<file path="src/rtl/seq_pkg.sv">
package seq_pkg;
  localparam int POS_W   = 6;
  localparam int QIDX_W  = 4;
  localparam int MAG_W   = 7;
  localparam int PCT_W   = 7;
  localparam logic [POS_W-1:0] HOME_POS = POS_W'(8);
  localparam logic [MAG_W-1:0] FULL_MAG = MAG_W'(100);

  typedef enum logic [1:0] {
    MODE_FULL   = 2'b00,
    MODE_HALF   = 2'b01,
    MODE_FINE16 = 2'b10,
    MODE_FINE8  = 2'b11
  } step_mode_e;

  // Quarter-wave magnitude at fine slot 0..16 (0 deg .. 90 deg)
  function automatic logic [MAG_W-1:0] quarter_sine(input logic [QIDX_W:0] idx);
    case (idx)
      5'd0:  quarter_sine = MAG_W'(0);
      5'd1:  quarter_sine = MAG_W'(10);
      5'd2:  quarter_sine = MAG_W'(20);
      5'd3:  quarter_sine = MAG_W'(29);
      5'd4:  quarter_sine = MAG_W'(38);
      5'd5:  quarter_sine = MAG_W'(47);
      5'd6:  quarter_sine = MAG_W'(56);
      5'd7:  quarter_sine = MAG_W'(63);
      5'd8:  quarter_sine = MAG_W'(71);
      5'd9:  quarter_sine = MAG_W'(77);
      5'd10: quarter_sine = MAG_W'(83);
      5'd11: quarter_sine = MAG_W'(88);
      5'd12: quarter_sine = MAG_W'(92);
      5'd13: quarter_sine = MAG_W'(96);
      5'd14: quarter_sine = MAG_W'(98);
      default: quarter_sine = MAG_W'(100);
    endcase
  endfunction

  // Fine slots skipped per step in each resolution
  function automatic logic [POS_W-1:0] step_inc(input step_mode_e m);
    case (m)
      MODE_FULL:   step_inc = POS_W'(16);
      MODE_HALF:   step_inc = POS_W'(8);
      MODE_FINE8:  step_inc = POS_W'(2);
      default:     step_inc = POS_W'(1);
    endcase
  endfunction

  function automatic logic [PCT_W-1:0] torque_pct(input logic [1:0] code);
    case (code)
      2'b00:   torque_pct = PCT_W'(100);
      2'b01:   torque_pct = PCT_W'(75);
      2'b10:   torque_pct = PCT_W'(50);
      default: torque_pct = PCT_W'(20);
    endcase
  endfunction
endpackage

</file>
<file path="src/rtl/seq_pos_counter.sv">
module seq_pos_counter
  import seq_pkg::*;
(
  input  logic             clk,
  input  logic             rst,
  input  logic             step_i,
  input  logic             dir_i,
  input  logic             home_n_i,
  input  logic [1:0]       mode_i,
  output logic [POS_W-1:0] pos_o,
  output step_mode_e       mode_o
);
  logic             step_q;
  logic             step_rise;
  logic [POS_W-1:0] pos_q;
  logic [POS_W-1:0] inc;
  step_mode_e       mode_q;

  assign step_rise = step_i & ~step_q;
  assign inc       = step_inc(mode_q);

  always_ff @(posedge clk) begin
    if (rst) begin
      step_q <= 1'b0;
      pos_q  <= HOME_POS;
      mode_q <= MODE_FULL;
    end else begin
      step_q <= step_i;
      if (!home_n_i) begin
        pos_q  <= HOME_POS;
        mode_q <= step_mode_e'(mode_i);
      end else if (step_rise) begin
        pos_q <= dir_i ? pos_q + inc : pos_q - inc;
      end
    end
  end

  assign pos_o  = pos_q;
  assign mode_o = mode_q;

  assert_home_hold_R6: assert property (@(posedge clk) disable iff (rst)
    !home_n_i |=> (pos_q == HOME_POS));

  assert_mode_frozen_R7: assert property (@(posedge clk) disable iff (rst)
    home_n_i |=> $stable(mode_q));

  assert_no_move_without_edge_R10: assert property (@(posedge clk) disable iff (rst)
    (home_n_i && !step_rise) |=> $stable(pos_q));

  assert_full_step_grid_R1: assert property (@(posedge clk) disable iff (rst)
    (mode_q == MODE_FULL) |-> (pos_q[QIDX_W-1:0] == HOME_POS[QIDX_W-1:0]));
endmodule

</file>
<file path="src/rtl/seq_amp_lookup.sv">
module seq_amp_lookup
  import seq_pkg::*;
(
  input  logic [POS_W-1:0] pos_i,
  input  step_mode_e       mode_i,
  output logic [MAG_W-1:0] cos_mag_o,
  output logic             cos_neg_o,
  output logic [MAG_W-1:0] sin_mag_o,
  output logic             sin_neg_o
);
  logic [1:0]        quad;
  logic [QIDX_W:0]   fwd_idx;
  logic [QIDX_W:0]   rev_idx;
  logic [MAG_W-1:0]  fwd_mag;
  logic [MAG_W-1:0]  rev_mag;
  logic [MAG_W-1:0]  cos_raw;
  logic [MAG_W-1:0]  sin_raw;

  always_comb begin
    quad    = pos_i[POS_W-1:POS_W-2];
    fwd_idx = {1'b0, pos_i[QIDX_W-1:0]};
    rev_idx = (QIDX_W+1)'(16) - fwd_idx;
    fwd_mag = quarter_sine(fwd_idx);
    rev_mag = quarter_sine(rev_idx);
    // odd quadrants swap which winding rises
    cos_raw = quad[0] ? fwd_mag : rev_mag;
    sin_raw = quad[0] ? rev_mag : fwd_mag;
    if (mode_i == MODE_FULL) begin
      cos_mag_o = FULL_MAG;
      sin_mag_o = FULL_MAG;
    end else begin
      cos_mag_o = cos_raw;
      sin_mag_o = sin_raw;
    end
    cos_neg_o = (quad[1] ^ quad[0]) && (cos_mag_o != '0);
    sin_neg_o = quad[1] && (sin_mag_o != '0);
  end
endmodule

</file>
<file path="src/rtl/seq_torque_scale.sv">
module seq_torque_scale
  import seq_pkg::*;
#(
  parameter int W = MAG_W
) (
  input  logic [W-1:0]     mag_i,
  input  logic [PCT_W-1:0] pct_i,
  output logic [W-1:0]     mag_o
);
  localparam int PROD_W = W + PCT_W;
  localparam logic [PROD_W-1:0] DIV = PROD_W'(100);

  logic [PROD_W-1:0] prod;

  always_comb begin
    prod  = PROD_W'(mag_i) * PROD_W'(pct_i);
    mag_o = W'(prod / DIV);
  end
endmodule

</file>
<file path="src/rtl/stepper_phase_seq.sv">
module stepper_phase_seq
  import seq_pkg::*;
(
  input  logic             clk,
  input  logic             rst,
  input  logic             step_i,
  input  logic             dir_i,
  input  logic             home_n_i,
  input  logic             en_i,
  input  logic [1:0]       mode_i,
  input  logic [1:0]       torque_i,
  output logic [MAG_W-1:0] a_mag_o,
  output logic             a_neg_o,
  output logic [MAG_W-1:0] b_mag_o,
  output logic             b_neg_o,
  output logic             drive_en_o,
  output logic             at_home_n_o
);
  localparam int NPH = 2;

  logic [POS_W-1:0] pos;
  step_mode_e       mode_cur;
  logic [MAG_W-1:0] raw_mag [NPH];
  logic             raw_neg [NPH];
  logic [MAG_W-1:0] sc_mag  [NPH];
  logic [PCT_W-1:0] pct;

  seq_pos_counter u_pos (
    .clk      (clk),
    .rst      (rst),
    .step_i   (step_i),
    .dir_i    (dir_i),
    .home_n_i (home_n_i),
    .mode_i   (mode_i),
    .pos_o    (pos),
    .mode_o   (mode_cur)
  );

  seq_amp_lookup u_lut (
    .pos_i     (pos),
    .mode_i    (mode_cur),
    .cos_mag_o (raw_mag[0]),
    .cos_neg_o (raw_neg[0]),
    .sin_mag_o (raw_mag[1]),
    .sin_neg_o (raw_neg[1])
  );

  assign pct = torque_pct(torque_i);

  for (genvar ph = 0; ph < NPH; ph++) begin : g_phase
    seq_torque_scale #(.W(MAG_W)) u_scale (
      .mag_i (raw_mag[ph]),
      .pct_i (pct),
      .mag_o (sc_mag[ph])
    );
  end

  always_ff @(posedge clk) begin
    if (rst) begin
      a_mag_o     <= '0;
      a_neg_o     <= 1'b0;
      b_mag_o     <= '0;
      b_neg_o     <= 1'b0;
      drive_en_o  <= 1'b0;
      at_home_n_o <= 1'b0;
    end else begin
      drive_en_o  <= en_i;
      at_home_n_o <= (pos != HOME_POS);
      a_mag_o     <= en_i ? sc_mag[0] : '0;
      b_mag_o     <= en_i ? sc_mag[1] : '0;
      a_neg_o     <= en_i && raw_neg[0] && (sc_mag[0] != '0);
      b_neg_o     <= en_i && raw_neg[1] && (sc_mag[1] != '0);
    end
  end

  assert_off_when_disabled_R5: assert property (@(posedge clk) disable iff (rst)
    !en_i |=> (!drive_en_o && a_mag_o == '0 && b_mag_o == '0 && !a_neg_o && !b_neg_o));

  assert_mag_bound_R8: assert property (@(posedge clk) disable iff (rst)
    (a_mag_o <= FULL_MAG) && (b_mag_o <= FULL_MAG));

  assert_sign_needs_mag_R9: assert property (@(posedge clk) disable iff (rst)
    (!a_neg_o || a_mag_o != '0) && (!b_neg_o || b_mag_o != '0));
endmodule

</file>
<file path="config.mk">
export PLATFORM = sky130hd
export DESIGN_NAME = stepper_phase_seq
export DESIGN_NICKNAME = d
export VERILOG_FILES = /design/src/rtl/seq_pkg.sv /design/src/rtl/seq_pos_counter.sv /design/src/rtl/seq_amp_lookup.sv /design/src/rtl/seq_torque_scale.sv /design/src/rtl/stepper_phase_seq.sv
export SDC_FILE = /design/constraint.sdc
export NUM_CORES = 1
export LEC_CHECK = 0
export ABC_CLOCK_PERIOD_IN_PS = 18600
export BUFFER_PORTS_ARGS = -buffer_cell sky130_fd_sc_hd__buf_2
export CAP_MARGIN = 5
export CORE_UTILIZATION = 44
export DETAILED_ROUTE_END_ITERATION = 7
export GPL_ROUTABILITY_DRIVEN = 0
export GPL_TIMING_DRIVEN = 1
export PLACE_DENSITY = 0.64
export SYNTH_ARGS = -nofsm -noshare
export SYNTH_HDL_FRONTEND = slang
export SYNTH_SLANG_ARGS = --single-unit
</file>
<file path="constraint.sdc">
create_clock -name clk -period 18.6 [get_ports clk]
set_input_delay 0.93 -clock clk [delete_from_list [all_inputs] [get_ports clk]]
set_output_delay 0.93 -clock clk [all_outputs]
set_load 0.1 [all_outputs]
</file>
# Word-level counts from Yosys, hierarchy flattened
# Memories as Yosys holds them, arrays and structs flattened. A register that Yosys moved wholly into a read port is not among the register bits.
# Cells that the tools add are included.
# Widths: inputs -> output; s select.
# word_totals
output_inout_bits,18
latchBits,0
elab_cells,52
mem_bits_rw,0
reg_bits,27
inputBits,10
memories,2
mem_bits_ro,224
# classes
n_reduce_logical,14
multipliers,2
n_eq_ne,5
shift,0
mux,10
n_bitwise,5
add_sub_neg,3
magnitude_cmp,0
div,2
# memory_table
name,words,width,rd,rd_ports_with_merged_regs,write_ports,line_no,source
(no name shown),16,7,1,1,0,seq_pkg.sv:18,case (idx)
(no name shown),16,7,1,0,0,seq_pkg.sv:18,
# ops
cell,count
$mux 7,5
$div 14x7->14 const B,2
$mul 7x7->14,2
$reduce_bool 7->1,4
$pmux 7 s3,1
$pmux 5 s3,1
$mux 4,2
$add 6x5->6,1
$logic_and 1x1->1,6
$mux 6,1
$ne 6x4->1 const B,1
$sub 6x5->6,1
$sub 5x4->5 const A,1
$eq 2x1->1 const B,2
$eq 2x2->1 const B,2
$logic_not 2->1,2
$reduce_or 2->1,2
$not 1->1,3
$and 1x1->1,1
$xor 1x1->1,1

# Depth between registers and ports, before layout
# Gate-level depths: netlist of run 1.
# An unclocked memory read counts as a cell.
# depth
depth_word,9
mapped_depth,48
ltp_nobuf,43

# By module
# From an unflattened synthesis of run 1, not the netlist that was laid out.
# hier_totals
hier_cells,1102
area_unflattened_um2,8539.4
# modules_own_cells
module,cells_each,area_each_um2,seq_area_each_um2,instances
seq_torque_scale,425,3228.1,0.0,2
seq_amp_lookup,130,898.4,0.0,1
stepper_phase_seq,58,633.1,360.3,1
seq_pos_counter,64,551.8,180.2,1

# Worst setup path before layout of run 1
# Ideal clock, no wire load.
# synth_path
kind,register to register
from,"register u_pos.pos_q[1], in the netlist u_pos.pos_o[1]"
to,register b_neg_o
setup_ns,0.103
arrival_ns,10.335
synth_period_minus_slack_ns,10.439
t_required_ns,18.497
path_slack_ns,8.161
path_buffers,2
path_stages_with_launch,44
path_cell_list,dfxtp_1 -> clkbuf_1 -> inv_1 -> ha_1 -> inv_1 -> ha_1 -> clkbuf_1 -> inv_1 -> a21oi_1 -> nor2_1 -> a21oi_1 -> o22ai_1 -> a21oi_1 -> mux2_2 -> nand3_1 -> fa_1 -> fa_1 -> inv_1 -> [8 not listed] -> a2111oi_4 -> nand2_2 -> a22o_1 -> or4_4 -> a31oi_4 -> nor3_1 -> or3_4 -> o21ai_2 -> nand2_2 -> maj3_2 -> xor2_1 -> a311o_1 -> o31ai_4 -> maj3_2 -> xor2_2 -> or3_1 -> a31o_2 -> a2111oi_2
# synth_between
elab_chain_cells,9
elab_cells_between_ends,12
cone_classes,add/sub (1); mul (1); div (1); mux (3); reduce/logical (5); memory (1)
# synth_lines
item,line_no,source
"start, declared",seq_pos_counter.sv:15,logic [POS_W-1:0] pos_q;
"start signal, assigned",seq_pos_counter.sv:33,pos_q <= dir_i ? pos_q + inc : pos_q - inc;
$sub 5x4->5 (*),seq_amp_lookup.sv:22,rev_idx = (QIDX_W+1)'(16) - fwd_idx;
$mem_v2 16x7,-,
$mux 7 (*),seq_pkg.sv:18,
$mux 7 (*),seq_amp_lookup.sv:27,sin_raw = quad[0] ? rev_mag : fwd_mag;
$mux 7 (*),seq_amp_lookup.sv:28,if (mode_i == MODE_FULL) begin
$mul 7x7->14 / $reduce_bool 7->1 (equally long branches),"seq_torque_scale.sv:16, seq_amp_lookup.sv:36",
$div 14x7->14 / $logic_and 1x1->1 (equally long branches),"seq_torque_scale.sv:17, seq_amp_lookup.sv:36",
$reduce_bool 7->1 / $logic_and 1x1->1 (equally long branches),stepper_phase_seq.sv:72,b_neg_o <= en_i && raw_neg[1] && (sc_mag[1] != '0);
$logic_and 1x1->1 (*),stepper_phase_seq.sv:72,
"end signal, assigned",stepper_phase_seq.sv:72,
"end, declared",stepper_phase_seq.sv:15,"output logic b_neg_o,"
# Mark *: on every way between the ends. The rest lies on a longest branch, timed or not.
# A chain may end at the register's enable or synchronous reset.

# Worst setup path in the final report of run 1
# Same ends and word-level chain as after synthesis.

==> results_dict.tcl, run 1 <==
set metrics [dict create \
    port_buffers 27 \
    grt_pass1_vias 7136 \
    syn-num-nets 1214 \
    drt_pass1_iterations 6 \
    whs_endpoint "u_pos.pos_o[5]" \
    holdWs_ps 551 \
    timing.rr.start "u_pos.pos_o[1]" \
    finalWirelength_um 20300 \
    synth_cells 1067 \
    yosysSeqAreaShare_pct 8.50 \
    rows 48 \
    vias 7733 \
    insertion_delay_ps 290 \
    cp_num_buf_inv 6 \
    hold_class "register to register" \
    async_reset_ff_share_pct 0 \
    cts_buffers 5 \
    synth_cell_types 93 \
    drt-vias-per-instance 5.99 \
    start_kind "register" \
    cts_max_level 2 \
    worstPathMaxFanout 12 \
    min_path_cells 2 \
    cts_hold_buf 0 \
    drv_cap 0 \
    dieWidth_um 137 \
    n_fill_cell 1808 \
    avgRoutedWirePerCell_um 15.7 \
    synth_commonest_cells "nor2_1 (127), ha_1 (88), inv_1 (85), nand2_1 (85), a21oi_1 (71)" \
    reg2reg_to "b_neg_o" \
    clk_path_buf_depth 2 \
    coreArea_um2 17500 \
    crit_top_cell "inv_1" \
    gr-usage-met2_pct 36.4 \
    cts_sinks 34 \
    fin_tns_setup_ps 0 \
    drv_slew 0 \
    grt_use_met3_pct 2.85 \
    synth-seq-cells 34 \
    max_clock_freq_mhz 85.7 \
    min-delay-start "u_pos.pos_o[5]" \
    die_y_um 137 \
    rsz0062_at_grt "no" \
    min_period_ps 11670 \
    cts_root_buf "clkbuf_16" \
    synth_flop_cell "dfxtp_1" \
    clk_pin_slew_ps 60 \
    grt_start_max_net_pins 25 \
    finClkSkew_ps 8.97 \
    status "finished clean" \
    hold_viol_final 0 \
    dp_hpwl_um 16300 \
    antenna_found_initial 1 \
    post_cts_resized 0 \
    crit_required_ps 18790 \
    yosysTopAreaCellShare_pct 13.7 \
    grt-busiest-layer "met2" \
    io_pins 28 \
    layout.nets 1211 \
    start_util_pct 45.7 \
    fin_crit_sh_pct 62.7 \
    synth_top_cell_by_area "ha_1" \
    crit_path_end_kind "register" \
    synthToLayoutAreaGrowth_pct 5.15 \
    gr-total-overflow 0 \
    worst_slew_pin_slew_ps 1090 \
    grt_pass1_wl_um 34300 \
    yosysWarnings 0 \
    setup_viol 0 \
    netlist_area_um2 8010 \
    synth_area_leaders "ha_1 (14%), fa_1 (12%), dfxtp_1 (8.5%)" \
    synth_edf_count 0 \
    grt_use_total_pct 22.6 \
    relSlewSlack_pct 26.8 \
    post-cts-setup-buffer-count 0 \
    r2r_cells 41 \
    critPathKind "register to register" \
    cp.arrival_ps 11860 \
    die_area_um2 18800 \
    slowest_delay_ps 600 \
    cts_tree "built" \
    worstSetupPathDepth 41 \
    met1_usage_pct 31.8 \
    synth.avg_cell_area_um2 7.51 \
    drcViolationCount 0 \
    reg2reg_slack_ps 6930 \
    synth_most_common_cell "nor2_1" \
    drive_gt1_share_pct 8.36 \
    drt_iter0_markers 674 \
    crit_family "adder cells" \
    crit_slowest_cell "xor2_1" \
    antenna_left 0 \
]
-- registers in the layout (all words and copies together) (netlist names) --
name / count
u_pos.step_q: 1
at_home_n_o: 1
drive_en_o: 1
a_neg_o: 1
u_pos.pos_o: 6
u_lut.fwd_mag: 7
u_pos.mode_o: 2
b_neg_o: 1
a_mag_o: 7
b_mag_o: 7
-- worst max-delay path by stage --
| stage | startpoint | endpoint | slack [ps] |
|---|---|---|---|
| floorplan | u_pos.pos_o[1] | b_neg_o | 8160 |
| global placement | u_pos.pos_o[1] | b_neg_o | 7160 |
| detailed placement | u_pos.pos_o[1] | b_neg_o | 7040 |
| CTS | u_pos.pos_o[1] | b_neg_o | 7000 |
| global route | u_pos.pos_o[1] | b_neg_o | 6150 |
| finish | u_pos.pos_o[1] | b_neg_o | 6930 |
-- logic make-up (layout without fill, tap and decap cells) --
family / Yosys count / in the layout / share of synthesized area, %
flops: 34 / 34 / 8.50
mux: 20 / 20 / 2.64
fa+ha+maj: 141 / 141 / 26.5
compound gates: 311 / 311 / 27.9
simple gates: 395 / 395 / 23.9
other cells: 0 / 1 / 0
xor+xnor: 41 / 41 / 4.58
buf+inv: 125 / 122 / 5.98
-- cells in the final DEF, fill, tap and decap left out, types with 28 or more instances in the layout --
cell type	count
inv_1	85
fa_1	49
nor2_1	127
ha_1	88
xnor2_1	28
nor3_1	28
o21ai_0	51
nand2_1	85
nand3_1	31
a21oi_1	71
dfxtp_1	34
-- metrics by stage --
step                      cells  area, um^2  utilization, %  worst slack, ps
final                      1290        8420            48.0             6930
after floorplan            1067        8010               -             8160
after global routing       1290        8420            48.0             6150
after detailed placement   1282        8290            47.3             7040
after global placement     1282        8290            47.3             7160
after CTS                  1289        8420            48.0             7000
-- area by class of cell --
class | count | area (um^2) | share of cell area (%)
Tap cell | 225 | 282 | 3.34
Clock buffer | 5 | 125 | 1.49
Clock inverter | 2 | 10.0 | 0.119
Timing Repair Buffer | 29 | 150 | 1.78
Inverter | 86 | 323 | 3.83
Antenna cell | 1 | 2.50 | 0.0297
Sequential cell | 34 | 681 | 8.08
Multi-Input combinational cell | 908 | 6850 | 81.3
-- worst reg2reg max path, delay by kind of cell, from the launching register on --
family,cells,cell delay (ps)
compound gates,13,3330
xor+xnor,3,890
fa+ha+maj,9,3700
buf+inv,6,560
flops,1,560
mux,1,240
simple gates,9,2260
-- per-layer routing --
metal  vias to the layer above  wire, um
met5                         -         0
li1                       3869         -
met1                      3627      9970
met4                         0       257
met2                       216      9170
met3                        21       887
Power of run 1 is left out: the tool's default activity adds up to more than one toggle a clock period on the data nets, which glitch-free logic cannot reach.
==> run 2: changes to the inputs <==
ABC_AREA = 1   (was not set)
ABC_CLOCK_PERIOD_IN_PS = 11300   (was 18600)
clock period = 11.3 ns   (was 18.6 ns; I/O delays follow)
==> results_dict.tcl, run 2 <==
set metrics [dict create \
    port_buffers 27 \
    whs_endpoint "u_pos.step_q" \
    final_common_cell "nand2_1" \
    yosysTopAreaCellShare_pct 14.7 \
    finalWorstSetupSlack_ps 2160 \
    rows 47 \
    die_area_um2 17500 \
    grt_start_max_net_pins 19 \
    dieWidth_um 132 \
    finClkSkew_ps 15.9 \
    fin_crit_sh_pct 80.9 \
    postLayoutCellArea_um2 8040 \
    reg2reg_to "b_neg_o" \
    synth.avg_cell_area_um2 6.28 \
    coreArea_um2 16600 \
    cts_sinks 34 \
    synthToLayoutAreaGrowth_pct 7.69 \
    synth_most_common_cell "nand2_1" \
    syn-num-nets 1335 \
    placed_area_um2 7850 \
    crit_top_cell "nand2_1" \
    grt_pass1_wl_um 29200 \
    mostFrequentLayoutCells "nand2_1 (293), inv_1 (209), nor2_1 (165), ha_1 (88), nand3_1 (83)" \
    netlist_area_um2 7470 \
    crit_path_end_kind "register" \
    avgRoutedWirePerCell_um 11.5 \
    drive_gt1_share_pct 12.0 \
    reg2reg_slack_ps 2160 \
    grt_use_total_pct 20.0 \
    cts_max_level 2 \
    synth_edf_count 0 \
    synth_cell_types 44 \
    min_period_ps 9140 \
    clk_path_buf_depth 2 \
    post_cts_resized 0 \
    worst_slew_pin_slew_ps 790 \
    post-cts-setup-buffer-count 0 \
    finalWirelength_um 16400 \
    antenna_found_initial 0 \
    vias 6989 \
    async_reset_ff_share_pct 0 \
    synth_top_cell_by_area "ha_1" \
    critPathKind "register to register" \
    die_y_um 132 \
    r2r_cells 59 \
    synth_cells 1188 \
    dp_hpwl_um 13800 \
    hold_viol_final 0 \
    crit_slowest_cell "fa_1" \
    antenna_left 0 \
    max_clock_freq_mhz 109 \
    worstPathMaxFanout 12 \
    io_pins 28 \
    drv_slew 0 \
    hold_class "input pin to register" \
    grt_pass1_vias 6499 \
    drt_pass1_iterations 6 \
    start_kind "register" \
    fin_tns_setup_ps 0 \
    status "finished clean" \
    setup_viol 0 \
    min-delay-start "rst" \
    gr-total-overflow 0 \
    yosysSeqAreaShare_pct 9.12 \
    yosysWarnings 0 \
    place_ws_ps 2190 \
    cp.arrival_ps 9320 \
    drt-vias-per-instance 4.87 \
    rsz0062_at_grt "no" \
    crit_required_ps 11480 \
    synth_flop_cell "dfxtp_1" \
    slowest_delay_ps 540 \
    synth_area_leaders "ha_1 (15%), nand2_1 (15%), fa_1 (13%)" \
    antenna_cells 0 \
    layout.nets 1361 \
    clk_pin_slew_ps 70 \
    cts_root_buf "clkbuf_16" \
    cts_tree "built" \
    timing.rr.start "u_pos.pos_o[0]" \
    drcViolationCount 0 \
    relSlewSlack_pct 47.2 \
    synth_commonest_cells "nand2_1 (293), inv_1 (209), nor2_1 (165)" \
    start_util_pct 45.0 \
    min_path_cells 2 \
    cts_hold_buf 0 \
    synth-seq-cells 34 \
    drt_iter0_markers 310 \
    drv_cap 0 \
    cts_buffers 5 \
    insertion_delay_ps 300 \
]
[run 2: cell types whose count changed in the layout (fill, tap and decap cells not counted), moves of 32 or more]
| cell | change |
|---|---|
| a21oi_1 | -32 |
| inv_1 | +124 |
| nand2_1 | +208 |
| nand2_2 | +41 |
| nand3_1 | +52 |
| nor2_1 | +38 |
[run 2: cell type report]
| type | instances | area (um^2) |
|---|---|---|
| Fill cell | 1732 | 8540 |
| Tap cell | 220 | 275 |
| Multi-Input combinational cell | 921 | 5900 |
| Clock buffer | 5 | 125 |
| Sequential cell | 34 | 681 |
| Clock inverter | 3 | 68.8 |
| Timing Repair Buffer | 29 | 150 |
| Inverter | 223 | 837 |
[run 2: kinds of logic (layout without fill, tap and decap cells)]
group | after synthesis | in the layout | synth area share (%)
compound gates | 101 | 101 | 7.69
buf+inv | 233 | 260 | 11.8
xor+xnor | 17 | 17 | 2.09
simple gates | 666 | 666 | 41.4
fa+ha+maj | 137 | 137 | 27.9
flops | 34 | 34 | 9.12
[run 2: how the worst max path moves through the flow]
stage                    from      end  slack (ps)  cells past startpoint
2_1_floorplan  u_pos.pos_o[0]  a_neg_o        3310                     61
4_1_cts        u_pos.pos_o[0]  b_neg_o        2150                     59
3_3_place_gp   u_pos.pos_o[0]  b_neg_o        2280                     59
6_report       u_pos.pos_o[0]  b_neg_o        2160                     59
3_5_place_dp   u_pos.pos_o[0]  b_neg_o        2190                     59
5_1_grt        u_pos.pos_o[0]  b_neg_o        1220                     59
[run 2: metal layers]
layer	vias up	GRT usage (%)	wire, um
li1	3754	-	-
met3	15	2.19	444
met4	0	4.47	212
met5	-	0	0
met2	92	34.0	7490
met1	3128	27.2	8290
[run 2: stage by stage]
step	hold WS (ps)	std cells	util, %
finish	476	1435	48.5
global route	474	1435	48.5
CTS	466	1435	48.5
detailed placement	506	1427	47.3
global placement	502	1427	47.3
floorplan	468	1188	-
[run 2: worst max-delay path: cells and delay by family, from the launching register on]
| family | cells | cell delay [ps] |
|---|---|---|
| buffers and inverters | 9 | 700 |
| and+or+nand+nor | 40 | 4440 |
| DFF | 1 | 470 |
| AOI/OAI and AO/OA | 3 | 480 |
| adders and majority gates | 7 | 2930 |
Power of run 2 is left out for the same reason.
==> run 3: changes to the inputs <==
ABC_CLOCK_PERIOD_IN_PS = 8800   (was 11300)
clock period = 8.8 ns   (was 11.3 ns; I/O delays follow)
==> results_dict.tcl, run 3 (same netlist as run 2, synthesis figures left out) <==
set metrics [dict create \
    crit_path_end_kind "register" \
    grt_pass1_vias 6754 \
    drt_iter0_markers 322 \
    fin_tns_setup_ps 0 \
    antenna_left 0 \
    slowest_delay_ps 550 \
    die_y_um 132 \
    dieWidth_um 132 \
    critPathKind "register to register" \
    start_kind "register" \
    finalWirelength_um 17400 \
    vias 7279 \
    cts_max_level 2 \
    cp.arrival_ps 8390 \
    crit_slowest_cell "fa_1" \
    gr-total-overflow 0 \
    fin_crit_sh_pct 93.3 \
    die_area_um2 17500 \
    relSlewSlack_pct 46.3 \
    crit_top_cell "nand2_4" \
    drive_gt1_share_pct 20.7 \
    drv_slew 0 \
    mostFrequentLayoutCells "nand2_1 (272), inv_1 (201), nor2_1 (150), ha_1 (83), nand3_1 (73)" \
    cts_tree "built" \
    holdWs_ps 349 \
    rsz0062_at_grt "yes" \
    finClkSkew_ps 13.5 \
    grt_use_total_pct 20.4 \
    io_pins 28 \
    clk_path_buf_depth 2 \
    min_period_ps 8210 \
    synthToLayoutAreaGrowth_pct 17.5 \
    insertion_delay_ps 300 \
    grt_start_max_net_pins 18 \
    drv_cap 0 \
    dp_hpwl_um 14100 \
    cts_root_buf "clkbuf_16" \
    status "finished clean" \
    coreArea_um2 16600 \
    grt_pass1_wl_um 29800 \
    cp_num_buf_inv 9 \
    layout.nets 1402 \
    max_clock_freq_mhz 122 \
    clk_pin_slew_ps 60 \
    drt-vias-per-instance 4.93 \
    avgRoutedWirePerCell_um 11.8 \
    cts_hold_buf 0 \
    antenna_cells 0 \
    worst_slew_pin_slew_ps 803 \
    hold_class "input pin to register" \
    drcViolationCount 0 \
    hold_viol_final 0 \
    worstPathMaxFanout 12 \
    setup_viol 0 \
    final_common_cell "nand2_1" \
    start_util_pct 45.0 \
    rows 47 \
    port_buffers 27 \
    crit_family "simple AND/OR/NAND/NOR gates" \
    cts_sinks 34 \
    antenna_found_initial 0 \
    cts_buffers 5 \
    crit_required_ps 8980 \
    drt_pass1_iterations 5 \
]
==> run 3: cell count changes in the layout (fill, tap and decap cells not counted), sizes merged <==
cell  before  now
buf       29   70
==> run 3: routing by layer <==
| layer | wire length [um] | vias to the layer above | GRT usage [%] |
|---|---|---|---|
| li1 | - | 3863 | - |
| met1 | 8380 | 3304 | 27.1 |
| met2 | 8360 | 94 | 35.3 |
| met3 | 392 | 18 | 2.11 |
| met4 | 280 | 0 | 4.98 |
| met5 | 0 | - | 0 |
==> run 3: final cells by class <==
cell class	instances	area, um^2
clock buffers	5	125
clock inverters	3	68.8
fillers	1706	7810
inverters	223	842
multi-input cells	921	6310
flip-flops and latches	34	683
well taps	220	275
repair buffers	70	470
==> run 3: final timing paths <==
check | slack, ps | cells past startpoint | endpoint | start
setup / recovery | 590 | 67 | b_neg_o | u_pos.pos_o[0]
hold / removal | 350 | 2 | u_pos.mode_o[1] | home_n_i
setup reg to reg | 590 | 67 | b_neg_o | u_pos.pos_o[0]
hold reg to reg | 520 | 2 | u_pos.mode_o[0] | u_pos.mode_o[0]
==> run 3: per-stage QoR <==
stage / util (%) / setup WS [ps] / instance area (um^2) / cells
after floorplan: - / 813 / 7470 / 1188
after global placement: 48.4 / 9.79 / 8030 / 1452
after detailed placement: 48.4 / -35.3 / 8030 / 1452
after CTS: 49.7 / 36.2 / 8240 / 1460
after global routing: 52.9 / -94.9 / 8770 / 1476
final: 52.9 / 588 / 8770 / 1476
==> run 3: worst reg2reg max path, delay by kind of cell, from the launching register on <==
kind                       cells  cell delay, ps
and+or+nand+nor               49            4200
buffers and inverters          9             570
AOI/OAI and AO/OA              2             210
DFF                            1             350
adders and majority gates      7            2740
==> run 3: timing repair <==
item,in CTS,in global routing
pin swaps,0,37
setup endpoints to repair,2,7
gates resized for setup,3,109
buffers inserted,0,16
Power of run 3 is left out for the same reason.
